### src/rtl/i2c_seq_pkg.sv
package i2c_seq_pkg;
  localparam int SADDR_W = 7;
  localparam int BYTE_W  = 8;

  typedef enum logic [2:0] {
    ST_IDLE, ST_ADDR_W, ST_REG, ST_DATA_W, ST_ADDR_R, ST_DATA_R, ST_ABORT, ST_FINISH
  } seq_state_t;

  localparam logic [1:0] OP_NONE = 2'd0;
  localparam logic [1:0] OP_SEND = 2'd1;
  localparam logic [1:0] OP_RECV = 2'd2;
  localparam logic [1:0] OP_STOP = 2'd3;

  function automatic logic [BYTE_W-1:0] addr_byte(input logic [SADDR_W-1:0] a, input logic rd);
    return {a, rd};
  endfunction

  function automatic logic acks_required(input seq_state_t s);
    return (s == ST_ADDR_W) || (s == ST_REG) || (s == ST_DATA_W) || (s == ST_ADDR_R);
  endfunction
endpackage

### src/rtl/i2c_seq_fsm.sv
module i2c_seq_fsm
  import i2c_seq_pkg::*;
(
  input  logic       clk,
  input  logic       rst_n,
  input  logic       accept,
  input  logic       rd_req,
  input  logic       eng_done,
  input  logic       eng_ack,
  output seq_state_t state,
  output logic       nack_seen
);
  seq_state_t state_q, state_d;

  assign nack_seen = eng_done && !eng_ack && acks_required(state_q);

  always_comb begin
    state_d = state_q;
    unique case (state_q)
      ST_IDLE:   if (accept) state_d = ST_ADDR_W;
      ST_ADDR_W: if (eng_done) state_d = eng_ack ? ST_REG : ST_ABORT;
      ST_REG:    if (eng_done) state_d = !eng_ack ? ST_ABORT : (rd_req ? ST_ADDR_R : ST_DATA_W);
      ST_DATA_W: if (eng_done) state_d = ST_FINISH;
      ST_ADDR_R: if (eng_done) state_d = eng_ack ? ST_DATA_R : ST_ABORT;
      ST_DATA_R: if (eng_done) state_d = ST_FINISH;
      ST_ABORT:  if (eng_done) state_d = ST_FINISH;
      ST_FINISH: state_d = ST_IDLE;
      default:   state_d = ST_IDLE;
    endcase
  end

  always_ff @(posedge clk or negedge rst_n) begin
    if (!rst_n) state_q <= ST_IDLE;
    else        state_q <= state_d;
  end

  assign state = state_q;
endmodule

### src/rtl/i2c_seq_capture.sv
module i2c_seq_capture
  import i2c_seq_pkg::*;
#(
  parameter int AW = SADDR_W,
  parameter int BW = BYTE_W
) (
  input  logic          clk,
  input  logic          rst_n,
  input  logic          go,
  input  seq_state_t    state,
  input  logic          eng_done,
  input  logic          nack_seen,
  input  logic [BW-1:0] eng_rx,
  input  logic          rd_nwr,
  input  logic [AW-1:0] dev_addr,
  input  logic [BW-1:0] reg_addr,
  input  logic [BW-1:0] wr_data,
  output logic          accept,
  output logic          rd_q,
  output logic [AW-1:0] dev_q,
  output logic [BW-1:0] reg_q,
  output logic [BW-1:0] wdat_q,
  output logic [BW-1:0] rd_data,
  output logic          err
);
  assign accept = go && (state == ST_IDLE);

  always_ff @(posedge clk or negedge rst_n) begin
    if (!rst_n) begin
      rd_q    <= 1'b0;
      dev_q   <= '0;
      reg_q   <= '0;
      wdat_q  <= '0;
      rd_data <= '0;
      err     <= 1'b0;
    end else begin
      if (accept) begin
        rd_q   <= rd_nwr;
        dev_q  <= dev_addr;
        reg_q  <= reg_addr;
        wdat_q <= wr_data;
        err    <= 1'b0;
      end else if (nack_seen) begin
        err    <= 1'b1;
      end
      if (state == ST_DATA_R && eng_done) rd_data <= eng_rx;
    end
  end
endmodule

### src/rtl/i2c_seq_cmd.sv
module i2c_seq_cmd
  import i2c_seq_pkg::*;
#(
  parameter int AW = SADDR_W,
  parameter int BW = BYTE_W
) (
  input  seq_state_t    state,
  input  logic [AW-1:0] dev_q,
  input  logic [BW-1:0] reg_q,
  input  logic [BW-1:0] wdat_q,
  output logic          cmd_valid,
  output logic [1:0]    cmd_op,
  output logic          cmd_start,
  output logic          cmd_stop,
  output logic [BW-1:0] cmd_byte,
  output logic          done
);
  always_comb begin
    cmd_op    = OP_NONE;
    cmd_start = 1'b0;
    cmd_stop  = 1'b0;
    cmd_byte  = '0;
    unique case (state)
      ST_ADDR_W: begin cmd_op = OP_SEND; cmd_start = 1'b1; cmd_byte = addr_byte(dev_q, 1'b0); end
      ST_REG:    begin cmd_op = OP_SEND; cmd_byte = reg_q; end
      ST_DATA_W: begin cmd_op = OP_SEND; cmd_stop = 1'b1; cmd_byte = wdat_q; end
      ST_ADDR_R: begin cmd_op = OP_SEND; cmd_start = 1'b1; cmd_byte = addr_byte(dev_q, 1'b1); end
      ST_DATA_R: begin cmd_op = OP_RECV; cmd_stop = 1'b1; end
      ST_ABORT:  begin cmd_op = OP_STOP; cmd_stop = 1'b1; end
      default:   ;
    endcase
  end

  assign cmd_valid = (cmd_op != OP_NONE);
  assign done      = (state == ST_FINISH);
endmodule

### src/rtl/i2c_reg_seq.sv
module i2c_reg_seq
  import i2c_seq_pkg::*;
#(
  parameter int AW = SADDR_W,
  parameter int BW = BYTE_W
) (
  input  logic          clk,
  input  logic          rst_n,
  input  logic          go,
  input  logic          rd_nwr,
  input  logic [AW-1:0] dev_addr,
  input  logic [BW-1:0] reg_addr,
  input  logic [BW-1:0] wr_data,
  output logic [BW-1:0] rd_data,
  output logic          done,
  output logic          err,
  output logic          cmd_valid,
  output logic [1:0]    cmd_op,
  output logic          cmd_start,
  output logic          cmd_stop,
  output logic [BW-1:0] cmd_byte,
  input  logic          eng_done,
  input  logic          eng_ack,
  input  logic [BW-1:0] eng_rx
);
  seq_state_t    state;
  logic          accept, nack_seen, rd_q;
  logic [AW-1:0] dev_q;
  logic [BW-1:0] reg_q, wdat_q;

  i2c_seq_fsm u_fsm (
    .clk(clk), .rst_n(rst_n), .accept(accept), .rd_req(rd_q),
    .eng_done(eng_done), .eng_ack(eng_ack), .state(state), .nack_seen(nack_seen)
  );

  i2c_seq_capture #(.AW(AW), .BW(BW)) u_cap (
    .clk(clk), .rst_n(rst_n), .go(go), .state(state), .eng_done(eng_done),
    .nack_seen(nack_seen), .eng_rx(eng_rx), .rd_nwr(rd_nwr), .dev_addr(dev_addr),
    .reg_addr(reg_addr), .wr_data(wr_data), .accept(accept), .rd_q(rd_q),
    .dev_q(dev_q), .reg_q(reg_q), .wdat_q(wdat_q), .rd_data(rd_data), .err(err)
  );

  i2c_seq_cmd #(.AW(AW), .BW(BW)) u_cmd (
    .state(state), .dev_q(dev_q), .reg_q(reg_q), .wdat_q(wdat_q),
    .cmd_valid(cmd_valid), .cmd_op(cmd_op), .cmd_start(cmd_start),
    .cmd_stop(cmd_stop), .cmd_byte(cmd_byte), .done(done)
  );
endmodule

### config.mk
export PLATFORM = sky130hd
export DESIGN_NAME = i2c_reg_seq
export DESIGN_NICKNAME = d
export VERILOG_FILES = /design/src/rtl/i2c_seq_pkg.sv /design/src/rtl/i2c_seq_fsm.sv /design/src/rtl/i2c_seq_capture.sv /design/src/rtl/i2c_seq_cmd.sv /design/src/rtl/i2c_reg_seq.sv
export SDC_FILE = /design/constraint.sdc
export NUM_CORES = 1
export LEC_CHECK = 0
export ABC_AREA = 1
export BUFFER_PORTS_ARGS = -buffer_cell sky130_fd_sc_hd__buf_4
export CAP_MARGIN = 25
export CORE_ASPECT_RATIO = 1.4
export CORE_UTILIZATION = 49
export CTS_CLUSTER_SIZE = 10
export DETAILED_ROUTE_END_ITERATION = 7
export GPL_TIMING_DRIVEN = 1
export PLACE_DENSITY = 0.79
export REMOVE_ABC_BUFFERS = 1
export SLEW_MARGIN = 5
export SYNTH_ARGS = -nofsm -noshare
export SYNTH_HDL_FRONTEND = slang
export SYNTH_SLANG_ARGS = --single-unit
### constraint.sdc
create_clock -name clk -period 1.4 [get_ports clk]
set_clock_uncertainty 0.1 [all_clocks]
set_input_delay 0.14 -clock clk [delete_from_list [all_inputs] [get_ports clk]]
set_output_delay 0.14 -clock clk [all_outputs]
set_load 0.005 [all_outputs]
==> run metrics, run 1 <==
setup violators final 43; DR pass1 iterations 5; FF-to-FF End u_fsm.state[0]$_DFFE_PN0P_; gpl congestion 0.925; final WL 7.74 mm; Initial Util 50.9%; commonest non-fill, non-tap cell in the layout nand2_1; P per Cell Area 2220 mW/mm²; Pins Over Slew Limit 0; Post-Synth XOR/XNOR Area 0%; async set or reset register ratio after synthesis 100%; Starting DRT DRC Count 144; setup repair after global routing missed its margin true; share of cells above drive strength 1 40.5%; violated checks setup timing; Layout fillers 123; port bufs 59; nets@finish 369; final hold violation count 0; crit path to cmd_byte[1]; setup_tns -6.75 ns; Placed Cells 321; Post-synth EDFFs 0; fin cells 373; slowest CP cell dfrtp_2; fmax 547 MHz; most frequent cells in the layout nand2_1 (71), buf_4 (69), dlygate4sd3_1 (33), dfrtp_1 (33), inv_1 (30); Via density 5.75; post-route ant nets 0; mean routed wirelength per cell 20.8 µm; Core Area 0.00338 mm²; CTS buffer count 5; Worst Path Required 1.16 ns; die extent in y 72.1 µm; vias in the first global route 1,971; via count 2,145; max_cap viols 0; fin area 0.00310 mm²; H-tree Lvls 2; antenna cells 0; Synth Register Bits 36; Max-Slew Margin vs Limit 69.5%; Synth cell types 18; clk slew on worst S/H paths 0.07 ns; final core utilization 91.7%; Worst R2R Path Depth 9; fin crit share 131%; largest family of logic cells by synthesized area simple AND/OR/NAND/NOR gates; Max IR drop VDD 1.71 mV; Synth Area in Compound Gates 11.9%; die width 52.1 µm; CP startpoint kind flip-flop; I/O pin count 60; CTS tree built; critical path endpoint category primary output; Syn Inst Count 215; FP Rows 25; post-synthesis mux area share 0%; Setup CP Type flip-flop to primary output; Worst Hold Class input pin to flip-flop; gr usage total 34.3%; worst setup margin -0.428 ns; placed standard-cell area 0.00230 mm²; clock root buffer clkbuf_8; R2R Path Start u_fsm.state[1]$_DFFE_PN0P_; Synth Area in Adders 0%; Post-Syn Area per Cell 8.00 µm²; Lkg Pwr 1.60 nW; simple-gate share of the synthesized area 24.4%; CP Launch Point u_fsm.state[1]$_DFFE_PN0P_; antenna violations before repair 0; CP cell instances nor2_4 > nand2_2 > nand2_4 > inv_2 > o21ai_2 > buf_4; Area Growth Syn to Fin 80.1%; worst-path fanout max 7; Syn. warnings 0; DP HPWL 2.91 mm; pin count of the biggest net entering global routing 37; first-pass GRT wire length 9.14 mm; CP arrival 1.59 ns; post-synthesis sequential area ratio 52.4%; Post-synth top flop dfrtp_1; CTS Buffer Depth 2; worst slew pin tran 0.458 ns; Clock Latency Late Sink 0.29 ns; clock sink count 36; flop2flop setup slack -0.17 ns; Synth Cell Area 0.00172 mm²; run status finished, violations left; Largest stage delay, worst path 0.48 ns; total die area 0.00376 mm²; grt ovf 0; DR DRC count 0; fin crit period 1.83 ns
[cell type report]
class / count / area [µm²] / share of cell area (%)
Tap cell: 40 / 50.0 / 1.61
Clock inverter: 1 / 30.0 / 0.969
Timing Repair Buffer: 117 / 1070 / 34.7
Clock buffer: 7 / 96.3 / 3.11
Sequential cell: 36 / 905 / 29.2
Multi-Input combinational cell: 136 / 793 / 25.6
Inverter: 36 / 150 / 4.84
[worst max-delay path: cells and delay by family, from the launching register on]
kind | cells | cell delay, ns
AOI/OAI and AO/OA | 1 | 0.16
buffers and inverters | 2 | 0.23
DFF | 1 | 0.48
and+or+nand+nor | 3 | 0.42
[metal layers]
| layer | routed length (µm) | global-route usage, % | vias to the layer above |
|---|---|---|---|
| met4 | 464 | 18.3 | 0 |
| li1 | - | - | 910 |
| met3 | 587 | 7.34 | 49 |
| met5 | 0 | 0 | - |
| met1 | 2660 | 36.1 | 1021 |
| met2 | 4030 | 61.7 | 165 |
[through the flow]
stage	hold slack, ns	worst slack [ns]	power (mW)
after floorplan	-0.256	-0.0978	3.01
after global placement	0.0169	-0.0567	4.28
after detailed placement	0.0217	-0.0477	4.35
after CTS	0.00605	-0.278	5.66
after global routing	0.0701	-0.446	7.17
final	0.0407	-0.428	6.88
[registers in the layout (all words and copies together), names as in the netlist]
signal	flops
u_fsm.state	3
u_cap.rd_q	1
u_cap.err	1
u_cap.dev_q	7
u_cap.reg_q	8
u_cap.rd_data	8
u_cap.wdat_q	8
[how the worst min path moves through the flow]
stage	from	endpoint	slack (ns)	depth (start not counted)
after global placement	rst_n	u_cap.rd_data[2]$_DFFE_PN0P_	0.02	1
after global routing	eng_done	u_cap.err$_DFFE_PN0P_	0.07	3
after CTS	reg_addr[0]	u_cap.reg_q[0]$_DFFE_PN0P_	0.006	3
after floorplan	rst_n	u_cap.dev_q[0]$_DFFE_PN0P_	-0.26	0
after detailed placement	rst_n	u_cap.rd_data[2]$_DFFE_PN0P_	0.02	1
final	eng_done	u_cap.err$_DFFE_PN0P_	0.04	3
[cell usage after synthesis (3+ instances only)]
library cell / count / area share (%)
dfrtp_1: 36 / 52
nand2_1: 80 / 17
inv_2: 3 / 0.65
nand3_1: 7 / 2.0
nand3_2: 4 / 2.3
inv_1: 33 / 7.2
o221ai_1: 6 / 3.1
o21ai_1: 8 / 2.3
nor2_1: 7 / 1.5
buf_6: 4 / 2.6
o21ai_0: 17 / 4.9
[kinds of logic after synthesis]
kind of cell	Yosys count
and+or+nand+nor	101
DFF	36
buffers and inverters	43
AOI/OAI and AO/OA	35
[report_power, final]
| group | internal [mW] | total (mW) | switching [mW] |
|---|---|---|---|
| Combinational | 1.79 | 3.93 | 2.14 |
| Sequential | 1.54 | 1.93 | 0.384 |
| Clock | 0.629 | 1.03 | 0.398 |
| Total | 3.96 | 6.88 | 2.92 |
[timing repair]
| action | CTS | global route |
|---|---|---|
| gates cloned | 0 | 4 |
| setup endpoints to repair | 19 | 49 |
| hold buffers | 32 | 1 |
| hold endpoints to repair | 67 | 1 |
| setup buffers | 4 | 3 |
| resized for setup | 16 | 50 |
| pin swaps | 2 | 5 |
No activity file was read; power rests on OpenSTA's default activity.
==> run 2, diff against run 1 <==
CORE_MARGIN = 2   (was default)
CORE_UTILIZATION = 53   (was 49)
PLACE_DENSITY = 0.84   (was 0.79)
clock period = 2.3 ns   (was 1.4 ns; I/O delays follow)
==> run metrics, run 2 (synthesis results as in run 1) <==
run status finished, final reports clean; CP startpoint kind flip-flop; CTS tree built; Setup CP Type flip-flop to primary output; fin crit period 2.05 ns; slowest CP cell dfrtp_1; Detail Route met2 WL 1.96 mm (-51%); Clock Latency Late Sink 0.28 ns (about the same); final hold violation count 0 (unchanged); CTS buffer count 5 (unchanged); Post-CTS Setup Inserts 0 (-4); gpl congestion 0.898 (-2.9%); gr usage total 23.1% (-11 points); CP cell instances nor2_2 > nand2_1 > nand2_2 > inv_1 > o21ai_0 > buf_4; CTS Buffer Depth 2 (unchanged); clock root buffer clkbuf_8; first-pass GRT wire length 6.48 mm (-29%); met3 WL post-DR 257 µm (-56%); Met1 Wirelength 1.44 mm (-46%); vias in the first global route 1,580 (-20%); setup_tns 0 ns (+6.75 ns); top flop regs u_cap.rd_data x8, u_cap.reg_q x8, u_cap.wdat_q x8; CP delay by family, top simple AND/OR/NAND/NOR gates; die extent in y 71.4 µm (-0.97%); total die area 0.00372 mm² (-0.84%); setup violators final 0 (-100%); P_int 1.75 mW (-56%); DP HPWL 2.79 mm (-4.2%); DR pass1 iterations 4 (-1); P per Cell Area 1280 mW/mm² (-42%); most frequent cells in the layout nand2_1 (80), buf_4 (59), dfrtp_1 (36); share of cells above drive strength 1 27.6% (-13 points); H-tree Lvls 2 (unchanged); commonest non-fill, non-tap cell in the layout nand2_1; max_cap viols 0 (unchanged); setup repair after global routing missed its margin false; Gate power share 46.5% (-11 points); critical path endpoint category primary output; DR top layer met4; post-route ant nets 0 (unchanged); Lkg Pwr 1.25 nW (-22%); clock sink count 36 (unchanged); antenna violations before repair 0 (unchanged); Area Growth Syn to Fin 30.4%; Largest stage delay, worst path 0.49 ns (about the same); Via density 4.97 (-14%); FP Rows 24 (-4.0%); via count 1,560 (-27%); worst slew pin tran 0.532 ns (+0.0737 ns); Core Area 0.00312 mm² (-7.6%); worst-path fanout max 9 (+2); crit path buf inv count 2 (unchanged); worst setup margin 0.246 ns (+0.674 ns); clk slew on worst S/H paths 0.07 ns (about the same); Starting DRT DRC Count 55 (-62%); Worst Hold Class input pin to flip-flop; Worst Path Required 1.97 ns (+0.81 ns); fin crit share 89.3%; CP arrival 1.72 ns (+0.13 ns); PostCTS Resize Cnt 0 (-16); Max IR drop VDD 0.684 mV (-60%); mean routed wirelength per cell 12.0 µm (-42%); nets@finish 312 (-15%); sequential power share 38.7% (+11 points); I/O pin count 60 (unchanged); fmax 487 MHz; DR DRC count 0 (unchanged); grt ovf 0 (unchanged); Initial Util 55.1% (+4.2 points); Pins Over Slew Limit 0 (unchanged); antenna cells 0 (unchanged); switch share 38.8% (-3.6 points); Layout fillers 265 (+120%); port bufs 59 (unchanged); Max-Slew Margin vs Limit 64.5% (-5.0 points); die width 52.2 µm (+0.13%); Psw 1.11 mW (-62%); dpl ws 0.502 ns (+0.550 ns); final WL 3.75 mm (-52%); clock share of power 14.8% (about the same); pin count of the biggest net entering global routing 40 (+8.1%)
==> run 2: through the flow <==
| stage | hold slack (ns) | instance area (µm²) | power [mW] | instances | util, % |
|---|---|---|---|---|---|
| 6_report | 0.0373 | 2240 | 2.87 | 314 | 71.8 |
| 5_1_grt | 0.0410 | 2240 | 3.13 | 314 | 71.8 |
| 4_1_cts | 0.0353 | 2240 | 2.89 | 314 | 71.8 |
| 3_5_place_dp | 0.112 | 2150 | 2.45 | 306 | 68.9 |
| 3_3_place_gp | 0.107 | 2150 | 2.41 | 306 | 68.9 |
| 2_1_floorplan | -0.166 | 1660 | 1.83 | 208 | - |
==> run 2: what timing repair did <==
item | CTS | global route
hold buffers | 1 | 0
endpoints found under the setup margin | 0 | 0
hold endpoints to repair | 36 | 0
==> run 2: cell type report <==
| cell class | instances | area (µm²) | area share (%) |
|---|---|---|---|
| tap | 39 | 48.8 | 2.18 |
| sequential | 36 | 901 | 40.2 |
| timing repair buffer | 60 | 453 | 20.2 |
| clock buffer | 5 | 68.8 | 3.07 |
| multi-input combinational | 136 | 624 | 27.8 |
| clock inverter | 2 | 12.5 | 0.558 |
| inverter | 36 | 135 | 6.02 |
==> run 2: path summary, 6_finish.rpt <==
kind / depth (start not counted) / slack [ns] / from / to
setup / recovery: 6 / 0.25 / u_fsm.state[1]$_DFFE_PN0P_ / cmd_byte[5]
hold / removal: 3 / 0.04 / rd_nwr / u_cap.rd_q$_DFFE_PN0P_
setup reg to reg: 4 / 0.48 / u_fsm.state[1]$_DFFE_PN0P_ / u_cap.wdat_q[0]$_DFFE_PN0P_
hold reg to reg: 2 / 0.39 / u_cap.dev_q[2]$_DFFE_PN0P_ / u_cap.dev_q[2]$_DFFE_PN0P_
max in group asynchronous: 2 / 1.44 / rst_n / u_cap.rd_data[2]$_DFFE_PN0P_
min in group asynchronous: 2 / 0.34 / rst_n / u_cap.reg_q[7]$_DFFE_PN0P_
==> run 2: per-layer routing <==
metal	vias to the layer above	track usage, %
li1	787	-
met1	699	27.2
met2	63	38.0
met3	11	6.46
met4	0	11.4
met5	-	0
==> run 2: tightest hold or removal path, cell delays in order <==
cell     delay, ns
buf_4         0.07
nand2_1       0.04
nand2_1       0.04
==> run 2: power groups by stage <==
| stage | Clock [mW] | Sequential [mW] | Combinational [mW] |
|---|---|---|---|
| floorplan | 0 | 1.09 | 0.742 |
| CTS | 0.435 | 1.11 | 1.35 |
| detailed placement | 0 | 1.12 | 1.33 |
| global route | 0.462 | 1.15 | 1.52 |
| global placement | 0 | 1.11 | 1.31 |
| finish | 0.424 | 1.11 | 1.33 |
